==> src/rtl/ccr_pkg.sv <==
package ccr_pkg;

   typedef enum logic [2:0] {
      CC_NONE   = 3'd0,
      CC_ADD    = 3'd1,
      CC_SUB    = 3'd2,
      CC_LOGIC  = 3'd3,
      CC_SHIFT  = 3'd4,
      CC_INCDEC = 3'd5,
      CC_IDX    = 3'd6,
      CC_RSVD   = 3'd7
   } cc_class_e;

   localparam int unsigned B_C = 0;
   localparam int unsigned B_V = 1;
   localparam int unsigned B_Z = 2;
   localparam int unsigned B_N = 3;
   localparam int unsigned B_I = 4;
   localparam int unsigned B_H = 5;
   localparam int unsigned B_X = 6;
   localparam int unsigned B_S = 7;

   localparam logic [7:0] CCR_RESET = 8'hD0;

   typedef struct packed {
      logic h;
      logic n;
      logic z;
      logic v;
      logic c;
   } stat_t;

endpackage

==> src/rtl/ccr_eval.sv <==
module ccr_eval
   import ccr_pkg::*;
#(
   parameter int unsigned WORD_W = 16,
   parameter int unsigned BYTE_W = 8
) (
   input  cc_class_e          op_i,
   input  logic               wide_i,
   input  logic [WORD_W-1:0]  opa_i,
   input  logic [WORD_W-1:0]  opb_i,
   input  logic [WORD_W-1:0]  res_i,
   input  logic               carry_i,
   input  logic               half_i,
   input  logic               ovf_i,
   input  stat_t              cur_i,
   output stat_t              nxt_o
);
   localparam int unsigned WMSB = WORD_W - 1;
   localparam int unsigned BMSB = BYTE_W - 1;

   logic a_s, b_s, r_s;
   logic z_sel, z_full;
   logic v_add, v_sub, n_shift;
   logic unused_opnd;

   initial begin
      assert (BYTE_W >= 1 && WORD_W >= BYTE_W)
         else $error("ccr_eval: WORD_W must be at least BYTE_W");
   end

   assign z_full = ~|res_i;

   // width choice: one width only, or byte/word selected per operation
   generate
      if (WORD_W == BYTE_W) begin : g_single
         assign a_s   = opa_i[WMSB];
         assign b_s   = opb_i[WMSB];
         assign r_s   = res_i[WMSB];
         assign z_sel = z_full;
         logic unused_wide;
         assign unused_wide = wide_i;
      end else begin : g_dual
         assign a_s   = wide_i ? opa_i[WMSB] : opa_i[BMSB];
         assign b_s   = wide_i ? opb_i[WMSB] : opb_i[BMSB];
         assign r_s   = wide_i ? res_i[WMSB] : res_i[BMSB];
         assign z_sel = wide_i ? z_full : ~|res_i[BMSB:0];
      end
   endgenerate

   assign unused_opnd = ^{opa_i, opb_i};

   assign v_add   = (a_s == b_s) && (r_s != a_s);
   assign v_sub   = (a_s != b_s) && (r_s != a_s);
   assign n_shift = r_s;

   always_comb begin
      nxt_o = cur_i;
      unique case (op_i)
         CC_ADD: begin
            nxt_o.h = half_i;
            nxt_o.n = r_s;
            nxt_o.z = z_sel;
            nxt_o.v = v_add;
            nxt_o.c = carry_i;
         end
         CC_SUB: begin
            nxt_o.n = r_s;
            nxt_o.z = z_sel;
            nxt_o.v = v_sub;
            nxt_o.c = carry_i;
         end
         CC_LOGIC: begin
            nxt_o.n = r_s;
            nxt_o.z = z_sel;
            nxt_o.v = 1'b0;
         end
         CC_SHIFT: begin
            nxt_o.n = n_shift;
            nxt_o.z = z_sel;
            nxt_o.c = carry_i;
            nxt_o.v = n_shift ^ carry_i;
         end
         CC_INCDEC: begin
            nxt_o.n = r_s;
            nxt_o.z = z_sel;
            nxt_o.v = ovf_i;
         end
         CC_IDX: begin
            nxt_o.z = z_full;
         end
         default: nxt_o = cur_i;
      endcase
   end

endmodule

==> src/rtl/ccr_mask.sv <==
module ccr_mask
   import ccr_pkg::*;
#(
   parameter bit X_STICKY = 1'b1
) (
   input  logic cur_s_i,
   input  logic cur_x_i,
   input  logic cur_i_i,
   input  logic load_i,
   input  logic load_s_i,
   input  logic load_x_i,
   input  logic load_m_i,
   input  logic irq_entry_i,
   output logic nxt_s_o,
   output logic nxt_x_o,
   output logic nxt_i_o
);
   logic x_from_load;

   // X may be cleared by a load; the sticky variant never lets a load set it
   generate
      if (X_STICKY) begin : g_sticky
         assign x_from_load = cur_x_i & load_x_i;
      end else begin : g_free
         assign x_from_load = load_x_i;
      end
   endgenerate

   always_comb begin
      nxt_s_o = cur_s_i;
      nxt_x_o = cur_x_i;
      nxt_i_o = cur_i_i;
      if (irq_entry_i) begin
         nxt_i_o = 1'b1;
      end else if (load_i) begin
         nxt_s_o = load_s_i;
         nxt_x_o = x_from_load;
         nxt_i_o = load_m_i;
      end
   end

endmodule

==> src/rtl/ccr_flag_unit.sv <==
module ccr_flag_unit
   import ccr_pkg::*;
#(
   parameter int unsigned WORD_W   = 16,
   parameter int unsigned BYTE_W   = 8,
   parameter bit          X_STICKY = 1'b1
) (
   input  logic              clk_i,
   input  logic              rst_ni,
   input  logic [2:0]        op_i,
   input  logic              wide_i,
   input  logic [WORD_W-1:0] opa_i,
   input  logic [WORD_W-1:0] opb_i,
   input  logic [WORD_W-1:0] res_i,
   input  logic              carry_i,
   input  logic              half_i,
   input  logic              ovf_i,
   input  logic              load_i,
   input  logic [7:0]        load_val_i,
   input  logic              irq_entry_i,
   input  logic              stop_req_i,
   output logic [7:0]        ccr_o,
   output logic              stop_exec_o,
   output logic              stop_nop_o
);
   logic [7:0] ccr_q, ccr_d;
   stat_t      stat_cur, stat_eval, stat_nxt;
   logic       s_nxt, x_nxt, i_nxt;
   cc_class_e  op_cls;

   initial begin
      assert (WORD_W <= 64) else $error("ccr_flag_unit: WORD_W out of range");
   end

   assign op_cls   = cc_class_e'(op_i);
   assign stat_cur = '{h: ccr_q[B_H], n: ccr_q[B_N], z: ccr_q[B_Z],
                       v: ccr_q[B_V], c: ccr_q[B_C]};

   ccr_eval #(.WORD_W(WORD_W), .BYTE_W(BYTE_W)) i_eval (
      .op_i    (op_cls),
      .wide_i  (wide_i),
      .opa_i   (opa_i),
      .opb_i   (opb_i),
      .res_i   (res_i),
      .carry_i (carry_i),
      .half_i  (half_i),
      .ovf_i   (ovf_i),
      .cur_i   (stat_cur),
      .nxt_o   (stat_eval)
   );

   ccr_mask #(.X_STICKY(X_STICKY)) i_mask (
      .cur_s_i     (ccr_q[B_S]),
      .cur_x_i     (ccr_q[B_X]),
      .cur_i_i     (ccr_q[B_I]),
      .load_i      (load_i),
      .load_s_i    (load_val_i[B_S]),
      .load_x_i    (load_val_i[B_X]),
      .load_m_i    (load_val_i[B_I]),
      .irq_entry_i (irq_entry_i),
      .nxt_s_o     (s_nxt),
      .nxt_x_o     (x_nxt),
      .nxt_i_o     (i_nxt)
   );

   // priority: interrupt entry, then direct load, then class rule
   always_comb begin
      if (irq_entry_i) begin
         stat_nxt = stat_cur;
      end else if (load_i) begin
         stat_nxt = '{h: load_val_i[B_H], n: load_val_i[B_N], z: load_val_i[B_Z],
                      v: load_val_i[B_V], c: load_val_i[B_C]};
      end else begin
         stat_nxt = stat_eval;
      end
      ccr_d        = '0;
      ccr_d[B_S]   = s_nxt;
      ccr_d[B_X]   = x_nxt;
      ccr_d[B_H]   = stat_nxt.h;
      ccr_d[B_I]   = i_nxt;
      ccr_d[B_N]   = stat_nxt.n;
      ccr_d[B_Z]   = stat_nxt.z;
      ccr_d[B_V]   = stat_nxt.v;
      ccr_d[B_C]   = stat_nxt.c;
   end

   always_ff @(posedge clk_i or negedge rst_ni) begin
      if (!rst_ni) ccr_q <= CCR_RESET;
      else         ccr_q <= ccr_d;
   end

   assign ccr_o       = ccr_q;
   assign stop_exec_o = stop_req_i & ~ccr_q[B_S];
   assign stop_nop_o  = stop_req_i &  ccr_q[B_S];

   // the first sampled cycle out of reset shows the reset value
   p_reset_value_r1: assert property (@(posedge clk_i) disable iff (!rst_ni)
      $rose(rst_ni) |-> ccr_o == 8'hD0);

   // H holds unless an add or a load is applied
   p_h_hold_r3: assert property (@(posedge clk_i) disable iff (!rst_ni)
      (op_i != 3'd1 && !load_i) |=> ccr_o[5] == $past(ccr_o[5]));

   // index class touches only Z
   p_idx_z_only_r6: assert property (@(posedge clk_i) disable iff (!rst_ni)
      (op_i == 3'd6 && !load_i && !irq_entry_i)
      |=> ({ccr_o[7:3], ccr_o[1:0]} == $past({ccr_o[7:3], ccr_o[1:0]})));

   // interrupt entry leaves I set and nothing else moves
   p_irq_sets_i_r11: assert property (@(posedge clk_i) disable iff (!rst_ni)
      irq_entry_i |=> (ccr_o[4] && {ccr_o[7:5], ccr_o[3:0]} == $past({ccr_o[7:5], ccr_o[3:0]})));

   // a STOP request resolves to exactly one outcome, and never runs with S set
   p_stop_one_r12: assert property (@(posedge clk_i) disable iff (!rst_ni)
      stop_req_i |-> ((stop_exec_o ^ stop_nop_o) && !(ccr_o[7] && stop_exec_o)));

   generate
      if (X_STICKY) begin : g_x_chk
         // once clear, X stays clear until reset
         p_x_no_set_r10: assert property (@(posedge clk_i) disable iff (!rst_ni)
            !ccr_o[6] |=> !ccr_o[6]);
      end
   endgenerate

endmodule

==> config.mk <==
export PLATFORM = sky130hd
export DESIGN_NAME = ccr_flag_unit
export DESIGN_NICKNAME = d
export VERILOG_FILES = /design/src/rtl/ccr_pkg.sv /design/src/rtl/ccr_eval.sv /design/src/rtl/ccr_mask.sv /design/src/rtl/ccr_flag_unit.sv
export SDC_FILE = /design/constraint.sdc
export NUM_CORES = 1
export LEC_CHECK = 0
export BUFFER_PORTS_ARGS = -buffer_cell sky130_fd_sc_hd__buf_2
export CORE_ASPECT_RATIO = 0.9
export CORE_UTILIZATION = 34
export CTS_CLUSTER_DIAMETER = 80
export DETAILED_ROUTE_END_ITERATION = 12
export PLACE_DENSITY = 0.77
export SLEW_MARGIN = 0
export SYNTH_ARGS = -nofsm -noshare
export SYNTH_HDL_FRONTEND = slang
export SYNTH_SLANG_ARGS = --single-unit
==> constraint.sdc <==
create_clock -name clk_i -period 0.92 [get_ports clk_i]
set_input_delay 0.184 -clock clk_i [delete_from_list [all_inputs] [get_ports clk_i]]
set_output_delay 0.184 -clock clk_i [all_outputs]
set_load 0.05 [all_outputs]
==> out/metrics.yaml, run 1 <==
pwr-share-seq_pct: 27.0
hold_path_end: "ccr_o[4]"
reg2regPathDepth: 4
reg2reg_slack_ns: -0.15
clock.fmax_ghz: 0.777
netSwitchingFraction_pct: 37.6
grt_pass1_wl_um: 3570
synthArstFlopShare_pct: 100
grt_pass1_vias: 826
nFillCells: 146
seq_area_frac_synth_pct: 27.4
cts_buffers: 3
nNetsFinal: 222
whs_ns: 0.127
clk_latency_ns: 0.26
yosys_warnings: 0
timing_worst_setup_path_type: "register to output pin"
portBuffers: 49
start_util_pct: 37.4
cap_violations: 0
fin_util_pct: 71.0
drt_iter0_drc: 17
antenna_found_initial: 0
gp_congestion: 0.756
arrival_ns: 1.10
finClkSkew_ns: 0
synth_edf_count: 0
wl_per_cell_um: 14.5
drt_wl_total_um: 2580
setup_viol: 16
crit_path_cell_trace: "and2_4 -> buf_8"
synth_cell_type_count: 41
fp.dieH_um: 46.4
crit_path_end_kind: "output pin"
syn_area_um2: 744
h-tree-depth: 1
die_w_um: 51.3
synthFlopType: "dfrtp_1"
grt_start_max_net_pins: 9
cp_top_family: "flip-flops"
finalHoldViolations: 0
place_hpwl_um: 1700
highest_layer: "met4"
grtUsageTotal_pct: 20.7
largest_reg_flops: 8
antenna_cells: 0
fin_ws_ns: -0.368
area_growth_pct: 89.7
critPathLaunchType: "register"
path_buf_inv: 1
min-delay-start: "load_val_i[4]"
synth_cells: 81
hold_class: "primary input to register"
vias: 933
drt_first_pass_iters: 4
min_period_ns: 1.29
rows: 15
wl_met3_um: 143
ioPinCount: 78
cts_buffer_depth: 2
synth_commonest_cells: "dfrtp_1 (5), nand2_1 (5), o21ai_0 (5)"
clkTransAtPathRegs_ns: 0.06
synthTopCellsByArea: "dfrtp_1 (17%), dfstp_2 (11%), mux2_4 (4.0%)"
cp_max_fo: 3
p_per_area_nw_per_um2: 1160
critPathMaxStageDelay_ns: 0.55
cellLeakagePower_nw: 0.678
slew_viol_final: 0
intPower_mw: 1.03
clkPwrFrac_pct: 18.7
synth_fp_nets: 149
drive_gt1_share_pct: 68.6
cp.required_ns: 0.74
met2_length_um: 1480
violations: "negative setup slack"
hold_depth: 2
cts_tree: "yes"
switchingPower_uw: 618
combPwrFrac_pct: 54.3
post-route-period-util_pct: 140
r2r_end: "ccr_o[7]"
cts-root-buf: "clkbuf_4"
antenna_left: 0
dieArea_um2: 2380
outcome: "complete, but fails checks"
synth_top_area_share_pct: 16.8
crit_start: "ccr_o[7]"
avgSynthCellArea_um2: 9.19
wl_met1_um: 925
finalPower_mw: 1.64
slew_headroom_pct: 75.3
numClockSinks: 8
routed_via_density: 5.24
synth_top_area_cell: "dfrtp_1"
critical-path-slowest-cell: "dfstp_2"
grt.overflow.total: 0
drc: 0
worstReg2RegStart: "ccr_o[7]"
rsz0062_at_grt: "true"
setup_tns_ns: -2.51
peakVddDrop_mv: 0.865
worstMarginPinSlew_ns: 0.367
synth-seq-cells: 8
fp.coreArea_um2: 1990
==> repair_timing <==
action,4_1_cts,5_1_grt
setup endpoints to repair,15,16
hold buffers,1,0
pin swaps,6,8
gates cloned,0,0
setup buffers,6,2
resized for setup,33,19
endpoints found under the hold margin,8,0
==> cells by family after synthesis <==
group | after synthesis | synth area share (%)
AOI/OAI and AO/OA | 21 | 21.8
muxes | 8 | 14.3
xor gates and xnor gates | 3 | 3.53
DFF | 8 | 27.4
and+or+nand+nor | 31 | 24.7
buffers and inverters | 10 | 8.23
==> routing by layer <==
layer | vias up | global-route usage [%]
met4 | 0 | 3.24
met1 | 433 | 23.7
met3 | 10 | 3.63
met2 | 51 | 41.1
li1 | 439 | -
met5 | - | 0
==> cells in the final DEF (no fill, tap or decap), types with 2 or more instances in the layout <==
cell type	netlist	layout
dfstp_2	3	3
nand2_1	5	5
o21ai_1	1	2
nor2b_1	4	2
nand2b_4	0	2
dfrtp_1	5	4
xor2_1	3	3
o21ai_0	5	3
nor2b_4	0	2
nor4_1	3	2
buf_2	4	35
nand2b_1	4	2
buf_8	0	6
a22oi_1	3	2
mux2_4	2	4
nor2_1	4	3
buf_4	3	22
clkbuf_4	0	3
nor3_1	2	2
buf_6	1	12
==> worst register-to-register path: stages, from the launching register on <==
cell	delay (ns)
dfstp_2	0.38
buf_6	0.12
buf_4	0.12
buf_4	0.12
mux2_4	0.26
==> power groups by stage <==
stage | Sequential (mW) | Combinational, mW | Clock [mW]
2_1_floorplan | 0.559 | 0.300 | 0
3_3_place_gp | 0.435 | 0.627 | 0
3_5_place_dp | 0.437 | 0.644 | 0
4_1_cts | 0.438 | 0.788 | 0.316
5_1_grt | 0.448 | 0.941 | 0.328
6_report | 0.444 | 0.893 | 0.308
==> final cells by class <==
type	count	area (um2)	area share (%)
Timing Repair Buffer	76	576	40.7
Multi-Input combinational cell	63	567	40.1
Sequential cell	8	205	14.5
Tap cell	25	31.3	2.21
Clock buffer	4	26.3	1.86
Inverter	2	7.51	0.531
==> how the worst max path moves through the flow <==
stage / depth (start not counted) / end / slack [ns]
after floorplan: 5 / ccr_o[2] / -0.33
after global placement: 5 / ccr_o[2] / -0.42
after detailed placement: 5 / ccr_o[2] / -0.45
after CTS: 2 / stop_nop_o / -0.35
after global routing: 2 / stop_nop_o / -0.39
final: 2 / stop_nop_o / -0.37
==> through the flow <==
step,worst slack (ns),cells,instance area [um2]
floorplan,-0.331,81,782
global placement,-0.419,165,1120
detailed placement,-0.449,165,1120
CTS,-0.353,176,1310
global route,-0.390,178,1410
finish,-0.368,178,1410
No activity file was read; power rests on OpenSTA's default activity.
==> run 2: changes to the inputs <==
==> constraint.sdc (replaced) <==
create_clock -name clk_i -period 0.92 [get_ports clk_i]
set_input_delay 0.184 -clock clk_i [delete_from_list [all_inputs] [get_ports clk_i]]
set_output_delay 0.184 -clock clk_i [all_outputs]
set_load 0.1 [all_outputs]
==> run 2 against run 1 <==
Compared with the run above:
- the run still ends with negative setup slack left
- cell count shrank 0.56%
- clock power is 2% higher
- clock skew stayed put
- worst hold slack gained 0.011 ns
==> out/metrics.yaml, run 2 (synthesis gave the netlist of run 1 again) <==
fin_util_pct: 78.7  # +7.7 points
portBuffers: 49  # unchanged
clk_latency_ns: 0.27  # about the same
stdcell_count: 177  # -0.56%
finalHoldViolations: 0  # unchanged
ioPinCount: 78  # unchanged
timing_worst_setup_path_type: "register to output pin"
violations: "negative setup slack"
antenna_left: 0  # unchanged
grt.overflow.total: 0  # unchanged
grt_pass1_vias: 942  # +14%
dpl_cell_area_um2: 1320  # +18%
worst-path-stages: 2  # unchanged
final_area_um2: 1570  # +11%
crit_path_end_kind: "output pin"
place_hpwl_um: 1990  # +17%
h-tree-depth: 1  # unchanged
min_period_ns: 1.31  # +0.0232 ns
post-route-period-util_pct: 142  # +2.5 points
cts_buffer_depth: 2  # unchanged
cp.required_ns: 0.74  # about the same
routed_via_density: 5.24  # about the same
whs_ns: 0.138  # +0.0112 ns
fin_ws_ns: -0.391  # -0.0232 ns
drt_iter0_drc: 13  # -4
cap_violations: 0  # unchanged
clkTransAtPathRegs_ns: 0.06  # about the same
antenna_cells: 0  # unchanged
peakVddDrop_mv: 1.06  # +23%
vias: 928  # -0.54%
critical-path-slowest-cell: "dfstp_2"
nNetsFinal: 221  # -0.45%
cellLeakagePower_nw: 0.727  # +7.3%
cts_tree: "yes"
start_util_pct: 37.4  # unchanged
cts_buffers: 3  # unchanged
drt_first_pass_iters: 4  # unchanged
die_w_um: 51.3  # unchanged
finClkSkew_ns: 0  # unchanged
layout_common_cells: "buf_2 (30), buf_4 (20), buf_12 (12), buf_6 (10), nand2_1 (5)"
slew_headroom_pct: 75.2  # -0.13 points
cp_max_fo: 2  # -1
hold_class: "primary input to register"
cts-root-buf: "clkbuf_4"
hold_depth: 3  # +1
final_common_cell: "buf_2"
grt_pass1_wl_um: 4350  # +22%
grt_start_max_net_pins: 9  # unchanged
critPathMaxStageDelay_ns: 0.55  # about the same
path_buf_inv: 1  # unchanged
worstMarginPinSlew_ns: 0.369  # +0.00201 ns
wl_per_cell_um: 16.7  # +15%
finalPower_mw: 1.99  # +21%
area_growth_pct: 110
slew_viol_final: 0  # unchanged
arrival_ns: 1.13  # +0.03 ns
dp_slack_ns: -0.470  # -0.0205 ns
critPathLaunchType: "register"
drc: 0  # unchanged
fp.dieH_um: 46.4  # unchanged
largest_reg_flops: 8  # unchanged
setup_viol: 15  # -1
reg2regPathDepth: 3  # -1
setup_tns_ns: -2.97  # -0.464 ns
outcome: "complete, but fails checks"
antenna_found_initial: 0  # unchanged
rows: 15  # unchanged
drive_gt1_share_pct: 73.0  # +4.4 points
rsz0062_at_grt: "true"
cp_top_family: "flip-flops"
placed_cells: 167  # +1.2%
p_per_area_nw_per_um2: 1270  # +9.4%
fp.coreArea_um2: 1990  # unchanged
numClockSinks: 8  # unchanged
dieArea_um2: 2380  # unchanged
crit_path_cell_trace: "and2_4 -> buf_12"
grtUsageTotal_pct: 25.4  # +4.7 points
gp_congestion: 0.832  # +10%
drt_wl_total_um: 2950  # +14%
clock.fmax_ghz: 0.763  # -1.8%
## run 2: cell types whose count changed in the layout (fill, tap and decap cells not counted), moves of 2 or more
cell / previous run / this run
buf_8: 6 / 2
nand2b_1: 2 / 0
buf_4: 22 / 20
buf_2: 35 / 30
dfrtp_1: 4 / 0
dfrtp_2: 1 / 4
buf_6: 12 / 10
buf_12: 0 / 12
nand2b_4: 2 / 4
## run 2: worst reg2reg max path: cells and delay by family, from the launching register on
kind            cells  cell delay (ns)
compound gates      1             0.09
mux                 1             0.14
buf+inv             1             0.13
flops               1             0.50
## run 2: path summary, 6_finish.rpt
path	to	startpoint	slack, ns
min	ccr_o[6]	load_val_i[6]	0.14
min reg2reg	ccr_o[6]	ccr_o[6]	0.50
max reg2reg	ccr_o[0]	ccr_o[0]	-0.06
min in group asynchronous	ccr_o[0]	rst_ni	0.29
max	stop_nop_o	ccr_o[7]	-0.39
max in group asynchronous	ccr_o[4]	rst_ni	0.37
## run 2: final cells by class
type	instances	area, um2
tap	25	31.3
inverter	2	7.51
clock buffer	4	26.3
sequential	8	213
fill	134	424
multi-input combinational	63	594
timing repair buffer	75	693
## run 2: timing repair
item / 4_1_cts / 5_1_grt
hold endpoints to repair: 8 / 0
pin swaps: 11 / 5
hold buffers: 1 / 0
endpoints found under the setup margin: 14 / 15
gates resized for setup: 32 / 5
buffers inserted: 4 / 1
## run 2: report_power, final
group          switching [mW]  internal (mW)  total [mW]
combinational           0.655          0.559        1.21
clock                   0.147          0.167       0.314
sequential             0.0519          0.413       0.465
total                   0.854           1.14        1.99
## run 2: metal layers
metal | global-route usage, % | vias to the layer above | part of all wire, %
met5 | 0 | - | 0
met4 | 8.65 | 0 | 2.5
met3 | 4.62 | 8 | 3.1
met2 | 49.2 | 35 | 55
met1 | 28.1 | 448 | 39
li1 | - | 437 | -
==> run 3: changes to the inputs <==
- BUFFER_PORTS_ARGS: -buffer_cell sky130_fd_sc_hd__buf_2 -> -buffer_cell sky130_fd_sc_hd__buf_4
- CORE_MARGIN: unset -> 2
- CORE_UTILIZATION: 34 -> 36
- CTS_BUF_LIST: unset -> sky130_fd_sc_hd__clkbuf_4 sky130_fd_sc_hd__clkbuf_8
- PLACE_DENSITY: 0.77 -> 0.81
==> run 3 against run 2 <==
Compared with the run above:
- the run still ends with negative setup slack left
- clock skew is the same
- clock power grew 11%
- cell count shrank 0.56%
- first-iteration DRC count grew to 2.6 times the previous value
- via count grew 8.5%
- register-to-register slack lost 0.03 ns
- sequential cell count is the same
- non-clock buffer count shrank 1
- maximum frequency shrank 2.4%
- utilization grew 5.9 points
- global-route usage grew 3.0 points
- largest power group unchanged
==> out/metrics.yaml, run 3 (synthesis gave the netlist of run 1 again) <==
placed_cells: 164  # -1.8%
arrival_ns: 1.16  # +0.03 ns
largest_reg_flops: 8  # unchanged
peakVddDrop_mv: 1.19  # +11%
area_growth_pct: 119
clkTransAtPathRegs_ns: 0.07  # about the same
drc: 0  # unchanged
wl_per_cell_um: 21.0  # +26%
min_period_ns: 1.34  # +0.0323 ns
ioPinCount: 78  # unchanged
outcome: "complete, but fails checks"
setup_viol: 16  # +1
fin_util_pct: 84.5  # +5.9 points
cts_buffer_depth: 2  # unchanged
crit_path_cell_trace: "and2_4 -> buf_12"
cp_max_fo: 3  # +1
p_per_area_nw_per_um2: 1280  # +0.35%
critPathMaxStageDelay_ns: 0.56  # about the same
post-route-period-util_pct: 146  # +3.5 points
violations: "negative setup slack"
vias: 1007  # +8.5%
cp_top_family: "flip-flops"
final_common_cell: "buf_4"
cp.required_ns: 0.74  # about the same
worstMarginPinSlew_ns: 0.324  # -0.0455 ns
cts_buffers: 3  # unchanged
critPathLaunchType: "register"
antenna_cells: 0  # unchanged
portBuffers: 49  # unchanged
place_hpwl_um: 2000  # +0.59%
rsz0062_at_grt: "true"
h-tree-depth: 1  # unchanged
critical-path-slowest-cell: "dfstp_2"
finClkSkew_ns: 0  # unchanged
hold_class: "primary input to register"
crit_path_end_kind: "output pin"
gp_congestion: 0.792  # -4.8%
fp.dieH_um: 47.1  # +1.6%
routed_via_density: 5.72  # +9.1%
timing_worst_setup_path_type: "register to output pin"
antenna_found_initial: 0  # unchanged
path_buf_inv: 1  # unchanged
grt_pass1_vias: 1024  # +8.7%
cellLeakagePower_nw: 0.747  # +2.8%
numClockSinks: 8  # unchanged
drt_iter0_drc: 34  # +21
drt_first_pass_iters: 4  # unchanged
nFillCells: 94  # -30%
fp.coreArea_um2: 1930  # -2.8%
die_w_um: 51.9  # +1.2%
layout_common_cells: "buf_4 (48), buf_6 (12), buf_12 (10), nand2_1 (5)"
nNetsFinal: 220  # -0.45%
cts_tree: "yes"
clk_latency_ns: 0.28  # about the same
clock.fmax_ghz: 0.744  # -2.4%
finalHoldViolations: 0  # unchanged
grtUsageTotal_pct: 28.4  # +3.0 points
dieArea_um2: 2450  # +2.8%
slew_viol_final: 0  # unchanged
grt_start_max_net_pins: 10  # +1
grt_pass1_wl_um: 4910  # +13%
antenna_left: 0  # unchanged
slew_headroom_pct: 78.3  # +3.1 points
cts-root-buf: "clkbuf_4"
rows: 15  # unchanged
grt.overflow.total: 0  # unchanged
start_util_pct: 38.5  # +1.1 points
cap_violations: 0  # unchanged
fin_ws_ns: -0.423  # -0.0323 ns
drt_wl_total_um: 3700  # +25%
final_area_um2: 1630  # +4.4%
drive_gt1_share_pct: 75.5  # +2.5 points
stdcell_count: 176  # -0.56%
dpl_cell_area_um2: 1240  # -5.7%
==> run 3: changes by cell type in the layout (fill, tap and decap cells not counted) <==
cell	delta
nor3b_1	-1
buf_12	-2
a21boi_0	-1
buf_2	-29
o311ai_1	-1
a21boi_1	+1
a22oi_1	-1
a22oi_2	+1
nor3b_2	+1
clkbuf_1	-1
clkbuf_4	+1
buf_4	+28
buf_6	+2
o311ai_2	+1
==> run 3: where the power goes <==
part	internal [mW]	switching (mW)
logic	0.585	0.684
registers	0.413	0.0557
clock network	0.197	0.154
==> run 3: worst register-to-register path, delay by kind of cell (launching register included) <==
kind                   cells  cell delay (ns)
DFF                        1             0.50
muxes                      1             0.16
buffers and inverters      1             0.13
AOI/OAI and AO/OA          1             0.10
==> run 3: timing repair <==
item,CTS,global route
endpoints found under the setup margin,14,16
cloned,1,0
pin swaps,12,9
hold endpoints to repair,8,0
setup buffers,4,2
hold buffers,1,0
resized for setup,46,21
==> run 3: through the flow <==
step	setup slack [ns]	setup TNS, ns	total power, mW	hold WS [ns]
2_1_floorplan	-0.332	-1.62	1.09	-0.112
3_3_place_gp	-0.429	-2.49	1.35	0.00446
3_5_place_dp	-0.447	-2.69	1.38	0.00930
4_1_cts	-0.395	-2.96	1.94	0.144
5_1_grt	-0.431	-3.47	2.13	0.143
6_report	-0.423	-3.30	2.09	0.140
==> run 3: area by class of cell <==
| class | count | area [um2] | share of cell area, % |
|---|---|---|---|
| timing repair buffer | 74 | 741 | 45.3 |
| multi-input combinational | 63 | 612 | 37.4 |
| tap | 25 | 31.3 | 1.91 |
| inverter | 2 | 7.51 | 0.459 |
| sequential | 8 | 213 | 13.0 |
| clock buffer | 4 | 30.0 | 1.84 |
==> run 3: worst paths after layout <==
kind / start / end / slack, ns / cells past startpoint
min in group asynchronous: rst_ni / ccr_o[0] / 0.28 / 2
setup reg to reg: ccr_o[0] / ccr_o[0] / -0.09 / 3
max in group asynchronous: rst_ni / ccr_o[6] / 0.39 / 2
hold / removal: load_val_i[4] / ccr_o[4] / 0.14 / 2
setup / recovery: ccr_o[7] / stop_nop_o / -0.42 / 2
hold reg to reg: ccr_o[6] / ccr_o[6] / 0.54 / 1
==> run 3: metal layers <==
metal / vias up / global-route usage [%] / wire length, um
li1: 432 / - / -
met1: 490 / 31.3 / 1430
met2: 65 / 50.1 / 1940
met3: 20 / 7.96 / 189
met4: 0 / 16.3 / 134
met5: - / 0 / 0
